<file path="src/rtl/evt_timer_pkg.sv">
package evt_timer_pkg;
  localparam int CNT_W  = 16;
  localparam int ADDR_W = 3;
  localparam logic [2:0] EXT_SRC = 3'b111;

  localparam logic [ADDR_W-1:0] A_CTRL_LO = 3'd0;
  localparam logic [ADDR_W-1:0] A_CTRL_HI = 3'd1;
  localparam logic [ADDR_W-1:0] A_RLD_LO  = 3'd2;
  localparam logic [ADDR_W-1:0] A_RLD_HI  = 3'd3;
  localparam logic [ADDR_W-1:0] A_CNT_LO  = 3'd4;
  localparam logic [ADDR_W-1:0] A_CNT_HI  = 3'd5;

  typedef struct packed {
    logic loadStart;
    logic decrement;
    logic pinSet;
    logic pinSetVal;
    logic pinToggle;
  } ctrl_strobe_t;
endpackage

</file>
<file path="src/rtl/evt_timer_datapath.sv">
module evt_timer_datapath
  import evt_timer_pkg::*;
#(
  parameter int WIDTH = CNT_W
) (
  input  logic             clk,
  input  logic             rstN,
  input  ctrl_strobe_t     strobe,
  input  logic [WIDTH-1:0] reloadVal,
  output logic [WIDTH-1:0] countVal,
  output logic             countZero,
  output logic             pinReg
);
  always_ff @(posedge clk or negedge rstN) begin
    if (!rstN) begin
      countVal <= '0;
      pinReg   <= 1'b0;
    end else begin
      if (strobe.loadStart)      countVal <= reloadVal;
      else if (strobe.decrement) countVal <= countVal - 1'b1;
      if (strobe.pinSet)         pinReg <= strobe.pinSetVal;
      else if (strobe.pinToggle) pinReg <= ~pinReg;
    end
  end

  assign countZero = (countVal == '0);

  // a load strobe leaves the start value in the counter
  assert_load_value_R2: assert property (@(posedge clk) disable iff (!rstN)
    strobe.loadStart |=> countVal == $past(reloadVal));
  // one step per counted edge
  assert_step_one_R5: assert property (@(posedge clk) disable iff (!rstN)
    (strobe.decrement && !strobe.loadStart) |=> countVal == $past(countVal) - 1'b1);
  // toggle strobe inverts the pin
  assert_pin_toggle_R11: assert property (@(posedge clk) disable iff (!rstN)
    (strobe.pinToggle && !strobe.pinSet) |=> pinReg != $past(pinReg));
endmodule

</file>
<file path="src/rtl/evt_timer_control.sv">
module evt_timer_control
  import evt_timer_pkg::*;
#(
  parameter int WIDTH = CNT_W,
  parameter logic [2:0] SRC_CODE = EXT_SRC
) (
  input  logic              clk,
  input  logic              rstN,
  input  logic              wrEn,
  input  logic [ADDR_W-1:0] wrAddr,
  input  logic [7:0]        wrData,
  input  logic              evtIn,
  input  logic              countZero,
  output ctrl_strobe_t      strobe,
  output logic [WIDTH-1:0]  reloadVal,
  output logic [7:0]        ctrlLoRd,
  output logic [7:0]        ctrlHiRd,
  output logic              irqOut,
  output logic              outEnable,
  output logic              idleLevel
);
  logic       reloadSel, intEnable, uFlag, cntEnable, running;
  logic [2:0] srcSel;
  logic [1:0] edgeSel;
  logic [2:0] syncPipe;
  logic       riseSeen, fallSeen, edgeHit, underflow, startCmd, wrLo;

  assign wrLo     = wrEn && (wrAddr == A_CTRL_LO);
  assign startCmd = wrLo && wrData[1] && wrData[0];

  always_ff @(posedge clk or negedge rstN) begin
    if (!rstN) syncPipe <= '0;
    else       syncPipe <= {syncPipe[1:0], evtIn};
  end

  assign riseSeen  = syncPipe[1] && !syncPipe[2];
  assign fallSeen  = !syncPipe[1] && syncPipe[2];
  assign edgeHit   = running && (srcSel == SRC_CODE) &&
                     ((edgeSel[0] && riseSeen) || (edgeSel[1] && fallSeen));
  assign underflow = edgeHit && countZero;

  always_ff @(posedge clk or negedge rstN) begin
    if (!rstN) begin
      outEnable <= 1'b0; idleLevel <= 1'b0; reloadSel <= 1'b0;
      intEnable <= 1'b0; uFlag     <= 1'b0; cntEnable <= 1'b0;
      running   <= 1'b0; srcSel    <= '0;   edgeSel   <= '0;
      reloadVal <= '0;
    end else begin
      if (wrLo) begin
        outEnable <= wrData[6];
        idleLevel <= wrData[5];
        reloadSel <= wrData[4];
        intEnable <= wrData[3];
        cntEnable <= wrData[1];
      end
      if (underflow)                  uFlag <= 1'b1;
      else if (wrLo && !wrData[2])    uFlag <= 1'b0;

      if (wrLo && !wrData[1])         running <= 1'b0;
      else if (startCmd)              running <= 1'b1;
      else if (underflow && !reloadSel) running <= 1'b0;

      if (wrEn && wrAddr == A_CTRL_HI) begin
        srcSel  <= wrData[5:3];
        edgeSel <= wrData[1:0];
      end
      if (wrEn && wrAddr == A_RLD_LO) reloadVal[7:0]       <= wrData;
      if (wrEn && wrAddr == A_RLD_HI) reloadVal[WIDTH-1:8] <= wrData[WIDTH-9:0];
    end
  end

  always_comb begin
    strobe           = '0;
    strobe.loadStart = startCmd || (underflow && reloadSel);
    strobe.decrement = edgeHit && !(underflow && reloadSel);
    if (startCmd) begin
      strobe.pinSet    = 1'b1;
      strobe.pinSetVal = wrData[4] ? wrData[5] : ~wrData[5];
    end else if (underflow) begin
      strobe.pinSet    = !reloadSel;
      strobe.pinSetVal = idleLevel;
      strobe.pinToggle = reloadSel;
    end
  end

  assign ctrlLoRd = {1'b0, outEnable, idleLevel, reloadSel, intEnable, uFlag, cntEnable, 1'b0};
  assign ctrlHiRd = {2'b00, srcSel, 1'b0, edgeSel};
  assign irqOut   = uFlag && intEnable;

  // an underflow always leaves the flag set
  assert_flag_set_R6: assert property (@(posedge clk) disable iff (!rstN)
    underflow |=> uFlag);
  // clearing enable halts counting
  assert_enable_stop_R13: assert property (@(posedge clk) disable iff (!rstN)
    (wrLo && !wrData[1]) |=> !running);
  // single-run stops on underflow
  assert_single_stop_R9: assert property (@(posedge clk) disable iff (!rstN)
    (underflow && !reloadSel && !startCmd) |=> !running);
  // the flag only rises on an underflow
  assert_flag_cause_R6: assert property (@(posedge clk) disable iff (!rstN)
    $rose(uFlag) |-> $past(underflow));
endmodule

</file>
<file path="src/rtl/event_reload_timer.sv">
module event_reload_timer
  import evt_timer_pkg::*;
#(
  parameter int WIDTH = CNT_W,
  parameter logic [2:0] SRC_CODE = EXT_SRC
) (
  input  logic              clk,
  input  logic              rstN,
  input  logic              wrEn,
  input  logic [ADDR_W-1:0] wrAddr,
  input  logic [7:0]        wrData,
  input  logic [ADDR_W-1:0] rdAddr,
  output logic [7:0]        rdData,
  input  logic              evtIn,
  output logic              irqOut,
  output logic              pinOut
);
  ctrl_strobe_t     strobe;
  logic [WIDTH-1:0] reloadVal, countVal;
  logic [7:0]       ctrlLoRd, ctrlHiRd;
  logic             countZero, pinReg, outEnable, idleLevel;

  evt_timer_control #(.WIDTH(WIDTH), .SRC_CODE(SRC_CODE)) u_ctrl (
    .clk(clk), .rstN(rstN), .wrEn(wrEn), .wrAddr(wrAddr), .wrData(wrData),
    .evtIn(evtIn), .countZero(countZero), .strobe(strobe), .reloadVal(reloadVal),
    .ctrlLoRd(ctrlLoRd), .ctrlHiRd(ctrlHiRd), .irqOut(irqOut),
    .outEnable(outEnable), .idleLevel(idleLevel));

  evt_timer_datapath #(.WIDTH(WIDTH)) u_dp (
    .clk(clk), .rstN(rstN), .strobe(strobe), .reloadVal(reloadVal),
    .countVal(countVal), .countZero(countZero), .pinReg(pinReg));

  assign pinOut = outEnable ? pinReg : idleLevel;

  always_comb begin
    case (rdAddr)
      A_CTRL_LO: rdData = ctrlLoRd;
      A_CTRL_HI: rdData = ctrlHiRd;
      A_RLD_LO:  rdData = reloadVal[7:0];
      A_RLD_HI:  rdData = reloadVal[WIDTH-1:8];
      A_CNT_LO:  rdData = countVal[7:0];
      A_CNT_HI:  rdData = countVal[WIDTH-1:8];
      default:   rdData = 8'h00;
    endcase
  end

  // a disabled output shows the idle level
  assert_pin_idle_R10: assert property (@(posedge clk) disable iff (!rstN)
    !outEnable |-> pinOut == idleLevel);
endmodule

</file>
<file path="config.mk">
export PLATFORM = sky130hd
export DESIGN_NAME = event_reload_timer
export DESIGN_NICKNAME = d
export VERILOG_FILES = /design/src/rtl/evt_timer_pkg.sv /design/src/rtl/evt_timer_datapath.sv /design/src/rtl/evt_timer_control.sv /design/src/rtl/event_reload_timer.sv
export SDC_FILE = /design/constraint.sdc
export NUM_CORES = 1
export LEC_CHECK = 0
export BUFFER_PORTS_ARGS = -buffer_cell sky130_fd_sc_hd__buf_2
export CAP_MARGIN = 20
export CORE_MARGIN = 4
export CORE_UTILIZATION = 63
export CTS_CLUSTER_DIAMETER = 60
export DETAILED_ROUTE_END_ITERATION = 10
export GPL_ROUTABILITY_DRIVEN = 0
export PLACE_DENSITY_LB_ADDON = 0.12
export SETUP_SLACK_MARGIN = 0.1
export SYNTH_ARGS = -nofsm -noshare
export SYNTH_HDL_FRONTEND = slang
export SYNTH_SLANG_ARGS = --single-unit
</file>
<file path="constraint.sdc">
create_clock -name clk -period 5 [get_ports clk]
set_input_delay 1 -clock clk [delete_from_list [all_inputs] [get_ports clk]]
set_output_delay 1 -clock clk [all_outputs]
set_load 0.01 [all_outputs]
</file>
## After elaboration in Yosys (flattened, before gate mapping)

Index checks and enable logic that the tools add are counted.
Widths: inputs -> output; s select.

- Add/subtract/negate cells: 1
- $mul: 0
- Div/mod/pow operators: 0
- Magnitude comparators: 0
- Equal/unequal tests: 9
- Shift-type cells: 0
- Multiplexer cells: 15
- Bitwise operators: 2
- Reductions and logical operators: 34

Operators by type and width:

| kind | number |
|---|---|
| $pmux 8 s6 | 1 |
| $mux 16 | 2 |
| $logic_and 1x1->1 | 19 |
| $logic_not 16->1 | 1 |
| $sub 16x1->16 const B | 1 |
| $eq 3x2->1 const B | 4 |
| $mux 1 | 10 |
| $eq 3x3->1 const B | 3 |
| $eq 3x1->1 const B | 2 |
| $logic_not 1->1 | 6 |
| $logic_not 3->1 | 2 |
| $reduce_bool 2->1 | 3 |
| $mux 3 | 1 |
| $reduce_bool 3->1 | 1 |
| $logic_or 1x1->1 | 2 |
| $mux 2 | 1 |
| $not 1->1 | 2 |

- Flip-flop bits (word level): 48
- Latch bits: 0
- Bits in writable memories: 0
- Memory bits (read-only): 0
- Output and inout bits: 10
- Word-level logic and storage cells: 75
- Memories: 0

## Depth between registers and ports, before layout

Gate-level depths: netlist (run 1).

- Depth after elaboration: 11
- Mapped depth: 8
- Gate-level depth less buffers: 7

## By module

A second synthesis (run 1) with hierarchy kept.

- Cells, all modules: 259
- Area total of the unflattened synthesis: 2807.7 µm²

By module, submodules not included:

| module | times used | cells an instance | area each (µm²) | seq. area each (µm²) |
|---|---|---|---|---|
| evt_timer_control | 1 | 105 | 1375.1 | 775.7 |
| evt_timer_datapath | 1 | 104 | 955.9 | 425.4 |
| event_reload_timer | 1 | 50 | 476.7 | 0.0 |

## Worst setup path before layout (run 1)

No wires, ideal clock.

- Path kind: input -> output
- Start: input rdAddr[2]
- End: output rdData[0]
- Data arrival time: 1970 ps
- Setup slack: 2030 ps
- Cell stages on the path: 4
- Buffers on the path: 1
- Path through: buf_1 > nor2b_1 > a22oi_1 > o21ai_0

- Longest elaborated chain between the ends: 2
- Elaborated cells on any way between the ends: 7

RTL lines:

| element | RTL line | source |
|---|---|---|
| from (decl) | event_reload_timer.sv:12 | `input logic [ADDR_W-1:0] rdAddr,` |
| $eq 3x3->1, or another cell as far along | event_reload_timer.sv:36 | `case (rdAddr)` |
| $pmux 8 s6 (*) | event_reload_timer.sv:36 |  |
| to (decl) | event_reload_timer.sv:13 | `output logic [7:0] rdData,` |

Mark *: on every way between the ends. The rest lies on a longest branch, timed or not.

## Worst setup path after layout (run 1)

- Start: input rdAddr[1]
- End: output rdData[7]

Same word-level chain as after synthesis.

==> results of run 1 <==
layout by cell type, fill, tap and decap left out, types with 5 or more instances in the layout:
cell / count
nand2_1: 35
o21ai_0: 14
a22oi_1: 6
o22ai_1: 6
a21oi_1: 20
mux2_2: 25
nor2_1: 16
mux2i_1: 9
buf_2: 28
clkbuf_8: 5
or4_1: 7
nand4_1: 5
dfrtp_1: 48
nor4_1: 7
routing by layer:
layer / share of wire (%) / GRT usage (%) / vias to the layer above
met5: 0 / 0 / -
met1: 41 / 37.8 / 1134
met2: 47 / 45.9 / 139
li1: - / - / 1084
met4: 3.5 / 10.5 / 0
met3: 8.8 / 6.70 / 36
logic make-up after synthesis:
group / count (synthesis) / share of synthesized area [%]
adders and majority gates: 2 / 0.915
buffers and inverters: 19 / 4.44
muxes: 34 / 13.6
DFF: 48 / 43.9
xor gates and xnor gates: 4 / 1.28
and+or+nand+nor: 98 / 19.7
AOI/OAI and AO/OA: 70 / 16.2
layout make-up:
type | count | area (µm²) | share of cell area [%]
Clock buffer | 5 | 68.8 | 2.31
Timing Repair Buffer | 33 | 190 | 6.38
Clock inverter | 3 | 26.3 | 0.882
Sequential cell | 48 | 1200 | 40.3
Tap cell | 50 | 62.6 | 2.10
Inverter | 3 | 11.3 | 0.378
Multi-Input combinational cell | 208 | 1420 | 47.6
power by group:
part | switching, mW | leakage, nW | total, mW | internal (mW)
combinational | 0.130 | 0.602 | 0.268 | 0.137
clock | 0.143 | 0.0491 | 0.246 | 0.103
sequential | 0.115 | 0.580 | 0.589 | 0.473
critical path, delay by kind of cell:
family / cells / cell delay, ns
buffers and inverters: 2 / 0.38
AND/OR/NAND/NOR: 1 / 0.78
AO/OA/AOI/OAI: 2 / 0.39
registers in the layout (all words and copies together), names as in the netlist:
| register | flops |
|---|---|
| u_ctrl.syncPipe | 3 |
| u_ctrl.srcSel | 3 |
| u_ctrl.cntEnable | 1 |
| u_ctrl.reloadSel | 1 |
| u_ctrl.uFlag | 1 |
| u_ctrl.outEnable | 1 |
| u_ctrl.running | 1 |
| u_dp.pinReg | 1 |
| u_ctrl.idleLevel | 1 |
| u_ctrl.reloadVal | 16 |
| u_ctrl.intEnable | 1 |
| u_ctrl.edgeSel | 2 |
| u_dp.countVal | 16 |
final timing paths:
kind	start	to	slack, ns	cells past startpoint
max	rdAddr[1]	rdData[7]	1.45	5
max in group asynchronous	rstN	u_ctrl.srcSel[0]	3.93	2
min in group asynchronous	rstN	u_ctrl.reloadVal[7]	0.58	1
max reg2reg	u_dp.countVal[2]	u_dp.countVal[12]	2.17	6
min	u_ctrl.syncPipe[0]	u_ctrl.syncPipe[1]	0.36	0
min reg2reg	u_ctrl.syncPipe[0]	u_ctrl.syncPipe[1]	0.36	0
==> results.cfg, run 1 <==
[outcome]
status = completed

[cells_and_area]
areaGrowthSynthToFinish_pct = 8.92
final_area_um2 = 2980
layout.nets = 319
fin_cells = 350
antenna_cells = 0
fillers = 308
layout-drive-gt1-share_pct = 25.7
final_core_util_pct = 72.9

[grt]
antenna_found_initial = 0
grt_pass1_vias = 2321
grt_pass1_wl_um = 11800
grt_usage_pct = 28.6
grt_max_degree = 49
grt-ovfl-total = 0

[clock_tree]
clk_latency_ns = 0.31
clkTransAtPathRegs_ns = 0.10
tritoncts = yes
post_cts_resized = 0
hold_buffers = 0
cts_max_level = 2
cts_buffer_depth = 2
post_cts.repair.setup_buffers = 0
cts-root-buf = clkbuf_8
cts_buffers = 5
clock_sinks = 48

[sta]
setup_tns_ns = 0
holdWs_ns = 0.356
finalHoldViolCount = 0
period_minus_slack_ns = 3.55
fmax_mhz = 281
setup_ws_ns = 1.45
drv_slew = 0
period_share_pct = 71.1
tightest_slew_ns = 0.973
max_slew_margin_pct = 35.1
rsz0062_at_grt = false
setup_violations = 0
finClkSkew_ns = 0.00589

[power]
ir_drop_mv = 0.283
power_leakage_nw = 1.23
p_per_area_nw_per_um2 = 370
power_mw = 1.10

[place]
dpl.cell_count = 341
placedInstanceArea_um2 = 2860
post-place-ws_ns = 1.48
dp_hpwl_um = 5070
io_buffers = 27

[synthesis]
synth_nets = 295
synth_ff_type = dfrtp_1
ys_top_cells_by_count = dfrtp_1, nand2_1, mux2_2, a21oi_1, nor2_1
ys_seq_elements = 48
postSynthCellCount = 275
ys_seq_area_share_pct = 43.9
synth_area_um2 = 2740
yosysTopAreaCell = dfrtp_1
synth_cell_types = 52
async_flop_share_pct = 100
yosys_warnings = 0
synth_most_common_cell = dfrtp_1
synth.avg_cell_area_um2 = 9.95
yosys-top-cells-area = dfrtp_1, mux2_2, nand2_1, a21oi_1, mux2i_1
synth_edf_count = 0
netlist.area_leader.share_pct = 43.9

[setup_path]
worstSetupStartpointType = input pin
required_ns = 4.00
crit_top_cell = buf_2
crit_arrival_ns = 2.55
cp_max_fo = 15
worstSetupPathType = input pin to output port
cpMaxStageDelayCell = nor2b_1
crit_chain = buf_2 > nor2b_1 > a22oi_1 > a21oi_1 > buf_2
cp_slowest_stage_delay_ns = 0.78
end_kind = output port

[floorplan]
start_util_pct = 66.9
core_um2 = 4090
dieArea_um2 = 5460
die_w_um = 73.9
rows = 23
die_h_um = 73.9
num_io_pins = 28

[route]
ant_nets = 0
firstDrtPassIters = 6
drc = 0
drt-total-wl_um = 7180
drtIter0Drc = 392
vias = 2393
wl_per_cell_um = 20.5
vias_per_cell = 6.84

[flow_run]
max-cap-violations = 0

[hold_path]
hold_class = flip-flop to flip-flop
Note: power is estimated with default switching activity, not from simulation.
==> inputs of run 2 (changes only) <==
--- a/config.mk
+++ b/config.mk
@@ -8,7 +8,7 @@
 export BUFFER_PORTS_ARGS = -buffer_cell sky130_fd_sc_hd__buf_2
 export CAP_MARGIN = 20
 export CORE_MARGIN = 4
-export CORE_UTILIZATION = 63
+export CORE_UTILIZATION = 59
 export CTS_CLUSTER_DIAMETER = 60
 export DETAILED_ROUTE_END_ITERATION = 10
 export GPL_ROUTABILITY_DRIVEN = 0
==> constraint.sdc (replaced) <==
create_clock -name clk -period 3.3 [get_ports clk]
set_input_delay 0.66 -clock clk [delete_from_list [all_inputs] [get_ports clk]]
set_output_delay 0.66 -clock clk [all_outputs]
set_load 0.01 [all_outputs]
==> results.cfg, run 2 (synthesis gave the netlist of run 1 again) <==
[clock_tree]
clock_sinks = 48
post_cts_resized = 0
clkTransAtPathRegs_ns = 0.09
cts_max_level = 2
cts-root-buf = clkbuf_8
tritoncts = yes
cts_buffer_depth = 2
hold_buffers = 0
post_cts.repair.setup_buffers = 0
cts_buffers = 5
clk_latency_ns = 0.30

[route]
vias = 2404
ant_nets = 0
firstDrtPassIters = 5
drtIter0Drc = 289
vias_per_cell = 6.77
drt-total-wl_um = 6930
wl_per_cell_um = 19.5
drc = 0

[hold_path]
hold_class = input pin to asynchronous set/reset pin

[place]
dp_hpwl_um = 4940
io_buffers = 27
dpl.cell_count = 346

[sta]
fmax_mhz = 383
setup_violations = 0
period_share_pct = 79.0
rsz0062_at_grt = false
holdWs_ns = 0.246
finClkSkew_ns = 0.00619
finalHoldViolCount = 0
drv_slew = 0
setup_tns_ns = 0
tightest_slew_ns = 0.587
max_slew_margin_pct = 60.7
period_minus_slack_ns = 2.61

[grt]
gr-usage-met2_pct = 37.9
grt.busiest_layer = met2
antenna_found_initial = 0
grt_pass1_vias = 2174
grt-ovfl-total = 0
grt_usage_pct = 24.0
use_met1_pct = 33.4
grt_pass1_wl_um = 11300
use_met3_pct = 5.08
grt_max_degree = 49

[setup_path]
ff2ff_setup_slack_ns = 0.78
cp_max_fo = 15
worstSetupStartpointType = input pin
rr_endpoint = u_dp.countVal[12]
cpMaxStageDelayCell = nor2b_1
cp_slowest_stage_delay_ns = 0.33
required_ns = 2.64
end_kind = output port
crit_arrival_ns = 1.95
crit_start = rdAddr[1]
crit-reg2reg-launch = u_dp.countVal[0]
crit_top_cell = buf_2
cp-endpoint = rdData[2]
crit_chain = buf_2 > nor2b_1 > buf_4 > a22oi_1 > a21oi_1 > buf_2
worstSetupPathType = input pin to output port
rr_worst_depth = 7

[cells_and_area]
layout_common_cells = dfrtp_1, nand2_1, buf_2
areaGrowthSynthToFinish_pct = 10.5
mostFrequentLayoutCell = dfrtp_1
final_core_util_pct = 68.5
layout.nets = 322
largest_registers = u_ctrl.reloadVal (16), u_dp.countVal (16)
layout-drive-gt1-share_pct = 26.4
fin_cells = 355
antenna_cells = 0

[floorplan]
start_util_pct = 62.0
dieArea_um2 = 5790
num_io_pins = 28
rows = 24
die_h_um = 76.1
die_w_um = 76.1
core_um2 = 4410

[power]
p_per_area_nw_per_um2 = 564
ir_drop_mv = 0.413
power_leakage_nw = 1.25

[flow_run]
max-cap-violations = 0

[outcome]
status = completed
-- run 2: cell types whose count changed in the layout (fill, tap and decap cells not counted), sizes merged --
cell,previous run,this run
buf,33,36
inv,5,3
bufinv,0,1
clkinvlp,0,1
-- run 2: power by group --
| group | internal (mW) | switching (mW) |
|---|---|---|
| clock network | 0.224 | 0.194 |
| registers | 0.717 | 0.169 |
| logic | 0.207 | 0.193 |
-- run 2: how the worst min path moves through the flow --
stage | to | slack, ns | cells after the start
5_1_grt | u_dp.countVal[14] | 0.26 | 1
4_1_cts | u_ctrl.syncPipe[1] | 0.36 | 0
3_5_place_dp | u_ctrl.syncPipe[1] | 0.34 | 0
2_1_floorplan | u_ctrl.syncPipe[1] | 0.33 | 0
3_3_place_gp | u_ctrl.syncPipe[1] | 0.33 | 0
6_report | u_dp.countVal[14] | 0.25 | 1
-- run 2: layer usage --
| metal | vias up | share of wire, % |
|---|---|---|
| met5 | - | 0 |
| met4 | 0 | 1.3 |
| met3 | 14 | 11 |
| met2 | 141 | 47 |
| met1 | 1152 | 41 |
| li1 | 1097 | - |
-- run 2: cell type report --
type / count / area, µm²
Clock buffer: 5 / 68.8
Clock inverter: 3 / 42.5
Fill cell: 350 / 1390
Inverter: 3 / 11.3
Multi-Input combinational cell: 208 / 1420
Sequential cell: 48 / 1200
Tap cell: 52 / 65.1
Timing Repair Buffer: 36 / 215
-- run 2: critical path: cells and delay by family --
family	cells	cell delay, ns
buffers and inverters	3	0.65
and+or+nand+nor	1	0.33
AOI/OAI and AO/OA	2	0.30
-- run 2: stage by stage --
stage / cell area, µm² / total power, mW / worst slack (ns)
2_1_floorplan: 2740 / 1.14 / 0.927
3_3_place_gp: 2890 / 1.27 / 0.752
3_5_place_dp: 2890 / 1.29 / 0.718
4_1_cts: 3000 / 1.70 / 0.709
5_1_grt: 3020 / 1.80 / 0.633
6_report: 3020 / 1.71 / 0.692
